<file path="src/rtl/tach_meter_pkg.sv">
package tach_meter_pkg;
  localparam int UNIT_W = 16;
  localparam int DIV_W  = 3;
  localparam int CFG_W  = UNIT_W + 2 + DIV_W + 1;

  typedef enum logic [1:0] {
    MODE_FALL = 2'b00,
    MODE_RISE = 2'b01,
    MODE_BOTH = 2'b10,
    MODE_NONE = 2'b11
  } edge_mode_e;

  typedef struct packed {
    logic [UNIT_W-1:0] unit;
    edge_mode_e        mode;
    logic [DIV_W-1:0]  div;
    logic              en;
  } type_cfg_t;

  typedef enum logic [1:0] {
    ST_IDLE = 2'b00,
    ST_ARM  = 2'b01,
    ST_MEAS = 2'b10
  } meas_st_e;
endpackage

</file>
<file path="src/rtl/tach_edge.sv">
module tach_edge #(
  parameter int NCH = 16
) (
  input  logic           clk,
  input  logic           rst_n,
  input  logic [NCH-1:0] tach_i,
  output logic [NCH-1:0] rise_o,
  output logic [NCH-1:0] fall_o
);
  // per channel: [0] first sync flop, [1] second sync flop, [2] previous value
  for (genvar g = 0; g < NCH; g++) begin : g_ch
    logic [2:0] sh_q;
    logic [2:0] sh_d;

    always_comb sh_d = {sh_q[1:0], tach_i[g]};

    always_ff @(posedge clk or negedge rst_n) begin
      if (!rst_n) sh_q <= 3'b000;
      else        sh_q <= sh_d;
    end

    assign rise_o[g] = sh_q[1] & ~sh_q[2];
    assign fall_o[g] = ~sh_q[1] & sh_q[2];
  end
endmodule

</file>
<file path="src/rtl/tach_presc.sv">
module tach_presc
  import tach_meter_pkg::*;
(
  input  logic             clk,
  input  logic             rst_n,
  input  logic             clr_i,
  input  logic             run_i,
  input  logic [DIV_W-1:0] div_i,
  output logic             tick_o
);
  localparam int PRE_W = 2 * (2 ** DIV_W) + 1;

  logic [PRE_W-1:0] pre_q, pre_d, lim_m1;

  always_comb begin
    lim_m1 = (PRE_W'(1) << (2 + 2 * int'(div_i))) - PRE_W'(1);
    tick_o = run_i && !clr_i && (pre_q >= lim_m1);
    if (clr_i)       pre_d = '0;
    else if (tick_o) pre_d = '0;
    else if (run_i)  pre_d = pre_q + PRE_W'(1);
    else             pre_d = pre_q;
  end

  always_ff @(posedge clk or negedge rst_n) begin
    if (!rst_n) pre_q <= '0;
    else        pre_q <= pre_d;
  end

  AST_TICK_WRAP: assert property (@(posedge clk) disable iff (!rst_n)
    tick_o |=> (pre_q == '0));
endmodule

</file>
<file path="src/rtl/tach_meter.sv">
module tach_meter
  import tach_meter_pkg::*;
#(
  parameter int NCH   = 16,
  parameter int SRC_W = 3,
  parameter int CNT_W = 20
) (
  input  logic                          clk,
  input  logic                          rst_n,
  input  logic [NCH-1:0]                tach_i,
  input  logic [NCH-1:0]                chan_en,
  input  logic [2*NCH-1:0]              src_lo,
  input  logic [NCH-1:0]                src_ext,
  input  logic [CFG_W*(2**SRC_W)-1:0]   type_cfg,
  input  logic [NCH-1:0]                trig,
  output logic [31:0]                   result_o
);
  localparam int NTYPE = 2 ** SRC_W;
  localparam int CH_W  = (NCH > 1) ? $clog2(NCH) : 1;

  type_cfg_t cfg_arr [NTYPE];
  for (genvar t = 0; t < NTYPE; t++) begin : g_cfg
    assign cfg_arr[t] = type_cfg_t'(type_cfg[t*CFG_W +: CFG_W]);
  end

  logic [NCH-1:0] rise, fall;
  tach_edge #(.NCH(NCH)) i_edge (
    .clk(clk), .rst_n(rst_n), .tach_i(tach_i), .rise_o(rise), .fall_o(fall)
  );

  meas_st_e          st_q, st_d;
  logic [CNT_W-1:0]  cnt_q, cnt_d, val_q, val_d, cnt_inc;
  logic              done_q, done_d;
  logic [CH_W-1:0]   chan_q, chan_d, sel;
  logic [NCH-1:0]    trig_q, rose;
  logic [SRC_W-1:0]  src_cur, src_sel;
  type_cfg_t         cfg_cur, cfg_sel;
  logic              start, ok_sel, qual, tick, tmo, pclr;

  // start detection and lowest-index selection
  always_comb begin
    rose  = trig & ~trig_q;
    start = |rose;
    sel   = '0;
    for (int i = NCH - 1; i >= 0; i--) begin
      if (rose[i]) sel = CH_W'(i);
    end
    src_sel = {src_ext[sel], src_lo[{sel, 1'b0} +: 2]};
    cfg_sel = cfg_arr[src_sel];
    ok_sel  = chan_en[sel] && cfg_sel.en;
    src_cur = {src_ext[chan_q], src_lo[{chan_q, 1'b0} +: 2]};
    cfg_cur = cfg_arr[src_cur];
  end

  always_comb begin
    unique case (cfg_cur.mode)
      MODE_FALL: qual = fall[chan_q];
      MODE_RISE: qual = rise[chan_q];
      MODE_BOTH: qual = rise[chan_q] | fall[chan_q];
      default:   qual = 1'b0;
    endcase
  end

  tach_presc i_presc (
    .clk(clk), .rst_n(rst_n), .clr_i(pclr), .run_i(st_q != ST_IDLE),
    .div_i(cfg_cur.div), .tick_o(tick)
  );

  always_comb begin
    cnt_inc = cnt_q + CNT_W'(1);
    tmo = tick && (((cfg_cur.unit != '0) && (cnt_inc == CNT_W'(cfg_cur.unit)))
                   || (&cnt_inc));
  end

  // next-state
  always_comb begin
    st_d   = st_q;
    cnt_d  = cnt_q;
    val_d  = val_q;
    done_d = done_q;
    chan_d = chan_q;
    pclr   = 1'b0;
    if (start) begin
      chan_d = sel;
      cnt_d  = '0;
      val_d  = '0;
      pclr   = 1'b1;
      if (ok_sel) begin
        done_d = 1'b0;
        st_d   = ST_ARM;
      end else begin
        done_d = 1'b1;
        st_d   = ST_IDLE;
      end
    end else begin
      unique case (st_q)
        ST_ARM: begin
          if (qual) begin
            st_d  = ST_MEAS;
            cnt_d = '0;
            pclr  = 1'b1;
          end else if (tmo) begin
            done_d = 1'b1;
            val_d  = '0;
            st_d   = ST_IDLE;
          end else if (tick) begin
            cnt_d = cnt_inc;
          end
        end
        ST_MEAS: begin
          if (qual) begin
            done_d = 1'b1;
            val_d  = cnt_q;
            st_d   = ST_IDLE;
          end else if (tmo) begin
            done_d = 1'b1;
            val_d  = '0;
            st_d   = ST_IDLE;
          end else if (tick) begin
            cnt_d = cnt_inc;
          end
        end
        default: st_d = ST_IDLE;
      endcase
    end
  end

  always_ff @(posedge clk or negedge rst_n) begin
    if (!rst_n) begin
      st_q   <= ST_IDLE;
      cnt_q  <= '0;
      val_q  <= '0;
      done_q <= 1'b0;
      chan_q <= '0;
      trig_q <= '0;
    end else begin
      st_q   <= st_d;
      cnt_q  <= cnt_d;
      val_q  <= val_d;
      done_q <= done_d;
      chan_q <= chan_d;
      trig_q <= trig;
    end
  end

  assign result_o = {done_q, {(31 - CNT_W){1'b0}}, val_q};

  AST_START_CLR: assert property (@(posedge clk) disable iff (!rst_n)
    (start && ok_sel) |=> (result_o == 32'h0));
  AST_IDLE_HOLD: assert property (@(posedge clk) disable iff (!rst_n)
    (!start && st_q == ST_IDLE) |=> $stable(result_o));
  AST_MEAS_COUNT: assert property (@(posedge clk) disable iff (!rst_n)
    (!start && st_q == ST_MEAS && qual) |=> (done_q && val_q == $past(cnt_q)));
  AST_DIS_ZERO: assert property (@(posedge clk) disable iff (!rst_n)
    (start && !ok_sel) |=> (result_o == 32'h8000_0000));
  AST_TMO_ZERO: assert property (@(posedge clk) disable iff (!rst_n)
    (!start && st_q != ST_IDLE && !qual && tmo) |=> (done_q && val_q == '0));
endmodule

</file>
<file path="config.mk">
export PLATFORM = sky130hd
export DESIGN_NAME = tach_meter
export DESIGN_NICKNAME = d
export VERILOG_FILES = /design/src/rtl/tach_meter_pkg.sv /design/src/rtl/tach_edge.sv /design/src/rtl/tach_presc.sv /design/src/rtl/tach_meter.sv
export SDC_FILE = /design/constraint.sdc
export NUM_CORES = 1
export LEC_CHECK = 0
export ABC_AREA = 1
export BUFFER_PORTS_ARGS = -buffer_cell sky130_fd_sc_hd__buf_2
export CAP_MARGIN = 20
export CELL_PAD_IN_SITES_DETAIL_PLACEMENT = 1
export CELL_PAD_IN_SITES_GLOBAL_PLACEMENT = 2
export CORE_MARGIN = 5
export CORE_UTILIZATION = 30
export CTS_BUF_LIST = sky130_fd_sc_hd__clkbuf_4 sky130_fd_sc_hd__clkbuf_8
export DETAILED_ROUTE_END_ITERATION = 6
export GPL_ROUTABILITY_DRIVEN = 0
export PLACE_DENSITY_LB_ADDON = 0.1
export SETUP_SLACK_MARGIN = 0.2
export SLEW_MARGIN = 10
export SYNTH_ARGS = -nofsm -noshare
export SYNTH_HDL_FRONTEND = slang
export SYNTH_HIERARCHICAL = 1
export SYNTH_SLANG_ARGS = --single-unit
</file>
<file path="constraint.sdc">
create_clock -name clk -period 11.4 [get_ports clk]
set_clock_uncertainty 0.05 [all_clocks]
set_input_delay 0.57 -clock clk [delete_from_list [all_inputs] [get_ports clk]]
set_output_delay 0.57 -clock clk [all_outputs]
set_load 0.03 [all_outputs]
</file>
==> results_dict.tcl <==
set metrics [dict create \
    htree_num_levels 4 \
    drt_iter0_markers 477 \
    grt_max_degree 83 \
    vias 10185 \
    worst-setup-path-type "flop to flop" \
    hp-class "input port to asynchronous set/reset pin" \
    cts_setup_buffers 0 \
    die-width_um 189 \
    wl_per_cell_um 17.3 \
    powerDensity_mw_per_mm2 127 \
    hold-worst-slack_ns 0.00592 \
    ant_nets 0 \
    worstPathRequired_ns 11.67 \
    grt_overflow 0 \
    cts_hold_buf 0 \
    clock_latency_ns 0.45 \
    clock_sinks 128 \
    synthesis.area_mm2 0.00959 \
    critPathSlowestCell "dfrtp_1" \
    synth-edff-count 0 \
    fin_nets 1967 \
    critPathLaunchType "flop" \
    synth_cells 1413 \
    antenna_found_initial 6 \
    rsz0062_at_grt "false" \
    yosys_warnings 6 \
    layout_min_cycle_time_ns 6.95 \
    dp_hpwl_mm 28.4 \
    cp-end-kind "flop" \
    post-route-period-util 0.610 \
    setup_viol 0 \
    via_per_inst 4.87 \
    ctsResizeCount 0 \
    r2r-start "chan_q[1]$_DFFE_PN0N_" \
    cp_common_cell "nand2_1" \
    clk_root_buffer_cell "clkbuf_8" \
    die_y_um 189 \
    maxCapViolations 0 \
    tns_ns 0 \
    synth_largest_area_cell "dfrtp_1" \
    die_area_mm2 0.0356 \
    rows 65 \
    status "finished clean" \
    p_leak_nw 6.16 \
    slew_headroom 0.366 \
    wl_mm 36.1 \
    crit_fanout 82 \
    layout-drive-gt1-share 0.223 \
    hold_viol 0 \
    remaining_drc_errors 0 \
    start_util 0.304 \
    yosysUniqueCellTypes 43 \
    io_pins 306 \
    syn_avg_cell_area_um2 6.78 \
    synth_area_leaders "dfrtp_1, nand2_1, nand3_1" \
    peakVddDrop_uv 71.5 \
    synthFlopType "dfrtp_1" \
    clockBufferDepth 2 \
    yosysTopAreaCellShare 0.334 \
    dpl_cell_area_mm2 0.0112 \
    yosys_register_bits 128 \
    p_total_mw 1.48 \
    cts_tree "done" \
    seq_area_frac_synth 0.334 \
    port_buffers 294 \
    syn2layout_area_growth_pct 21.8 \
    cts_made_buffers 17 \
    finalMaxSlewViolations 0 \
    worstSetupStartpoint "chan_q[1]$_DFFE_PN0N_" \
    grt_pass1_vias 10662 \
    dr.pass1.iters 5 \
    slowest_delay_ns 0.77 \
    core_area_mm2 0.0316 \
    cp_data_arrival_time_ns 7.22 \
    postLayoutCellArea_mm2 0.0117 \
    grt_usage 0.199 \
    clk_pin_slew_ns 0.09 \
    fmax_mhz 144 \
    worstMarginPinSlew_ns 0.951 \
    async_flop_share 1.00 \
    grt_pass1_wl_mm 57.0 \
]
==> through the flow <==
step                      utilization  cells  setup slack [ns]
after detailed placement        0.356   2051              4.33
after CTS                       0.369   2083              4.31
after global routing            0.370   2090              3.64
final                           0.370   2090              4.45
after global placement          0.356   2051              4.64
after floorplan                     -   1424              6.53
==> kinds of logic (layout without fill, tap and decap cells) <==
group,count (synthesis),count (layout),share of synthesized area
xor gates and xnor gates,39,39,0.0356
DFF,128,128,0.334
adders and majority gates,24,24,0.0313
other,3,20,0.00117
AOI/OAI and AO/OA,275,275,0.165
buffers and inverters,254,512,0.117
and+or+nand+nor,676,676,0.301
muxes,14,14,0.0146
==> worst paths after layout <==
kind,end,slack [ns],cells past startpoint
worst min register to register,i_edge/g_ch[6].sh_q[1]$_DFF_PN0_,0.29,0
worst min-delay path,i_edge/g_ch[1].sh_q[2]$_DFF_PN0_,0.006,1
min in group clk,i_edge/g_ch[3].sh_q[0]$_DFF_PN0_,0.16,1
max in group asynchronous,val_q[14]$_DFFE_PN0P_,9.92,2
worst max register to register,cnt_q[17]$_DFFE_PN0P_,4.45,30
worst max-delay path,cnt_q[17]$_DFFE_PN0P_,4.45,30
==> placed cells by master (no fill, tap or decap), types with 4 or more instances in the layout <==
master    netlist  routed
dfrtp_1       128     127
diode_2         0       6
o21ai_1        58      58
inv_2           7       7
nand2_1       291     291
nand4_1        11      11
o22ai_1        12      12
nand3_1       155     155
xnor2_1         6       6
or2_1           8       8
nor3_1          9       9
conb_1          3      14
xor2_1         33      33
o21ai_0        87      87
mux2i_1        14      14
o211ai_1       58      58
buf_4          19      11
clkbuf_8        0      17
inv_1         165     165
nand3b_1        4       4
or2_2          18      18
inv_6           0       7
buf_2          27     293
ha_1           24      24
a21oi_1        49      49
nor2_1        170     169
==> Yosys cell counts (2+ instances only) <==
library cell / count
o211ai_1: 58
o22ai_1: 12
nand2_1: 291
nand4_1: 11
mux2i_1: 14
nand3b_1: 4
ha_1: 24
clkinv_1: 2
or2_1: 8
nor3_1: 9
or2_2: 18
buf_6: 8
a21oi_1: 49
nand2_2: 2
o21ai_2: 2
dfrtp_1: 128
o221ai_1: 2
xnor2_1: 6
nor4_1: 2
buf_2: 27
conb_1: 3
buf_4: 19
clkbuf_1: 25
inv_2: 7
o21ai_0: 87
inv_1: 165
nand3_1: 155
nor2_1: 170
or2_0: 2
o21ai_1: 58
xor2_1: 33
==> sequential cells by signal, summed over array words and instances (netlist names) <==
| register | flops |
|---|---|
| chan_q | 4 |
| st_q | 2 |
| done_q | 1 |
| cnt_q | 20 |
| i_presc/pre_q | 17 |
| i_edge/g_ch.sh_q | 48 |
| val_q | 20 |
| trig_q | 16 |
==> layer usage <==
| metal | track usage | routed length (um) | vias to the layer above | share of wire |
|---|---|---|---|---|
| met4 | 0.0462 | 480 | 0 | 0.013 |
| met3 | 0.0376 | 1420 | 31 | 0.039 |
| met5 | 0 | 0 | - | 0 |
| met2 | 0.358 | 18700 | 186 | 0.52 |
| li1 | - | - | 5104 | - |
| met1 | 0.245 | 15500 | 4864 | 0.43 |
==> where the power goes <==
group	switching, mW	internal (mW)
Sequential	0.0171	0.469
Clock	0.214	0.205
Combinational	0.376	0.203
Total	0.606	0.878
==> area by class of cell <==
| class | count | area (um^2) |
|---|---|---|
| repair buffers | 306 | 1580 |
| well taps | 402 | 503 |
| fillers | 4182 | 19900 |
| diodes | 6 | 15.0 |
| clock buffers | 18 | 241 |
| inverters | 174 | 653 |
| clock inverters | 14 | 173 |
| multi-input cells | 1042 | 5310 |
| flip-flops and latches | 128 | 3200 |
==> worst max-delay path, delay by kind of cell (launching register included) <==
family,cells,cell delay [ns]
AND/OR/NAND/NOR,16,2.57
buffers and inverters,6,1.75
AO/OA/AOI/OAI,5,0.87
flip-flops,1,0.77
adder cells (fa/ha/maj),2,0.61
XOR/XNOR,1,0.09
(Power assumes the default switching activity.)
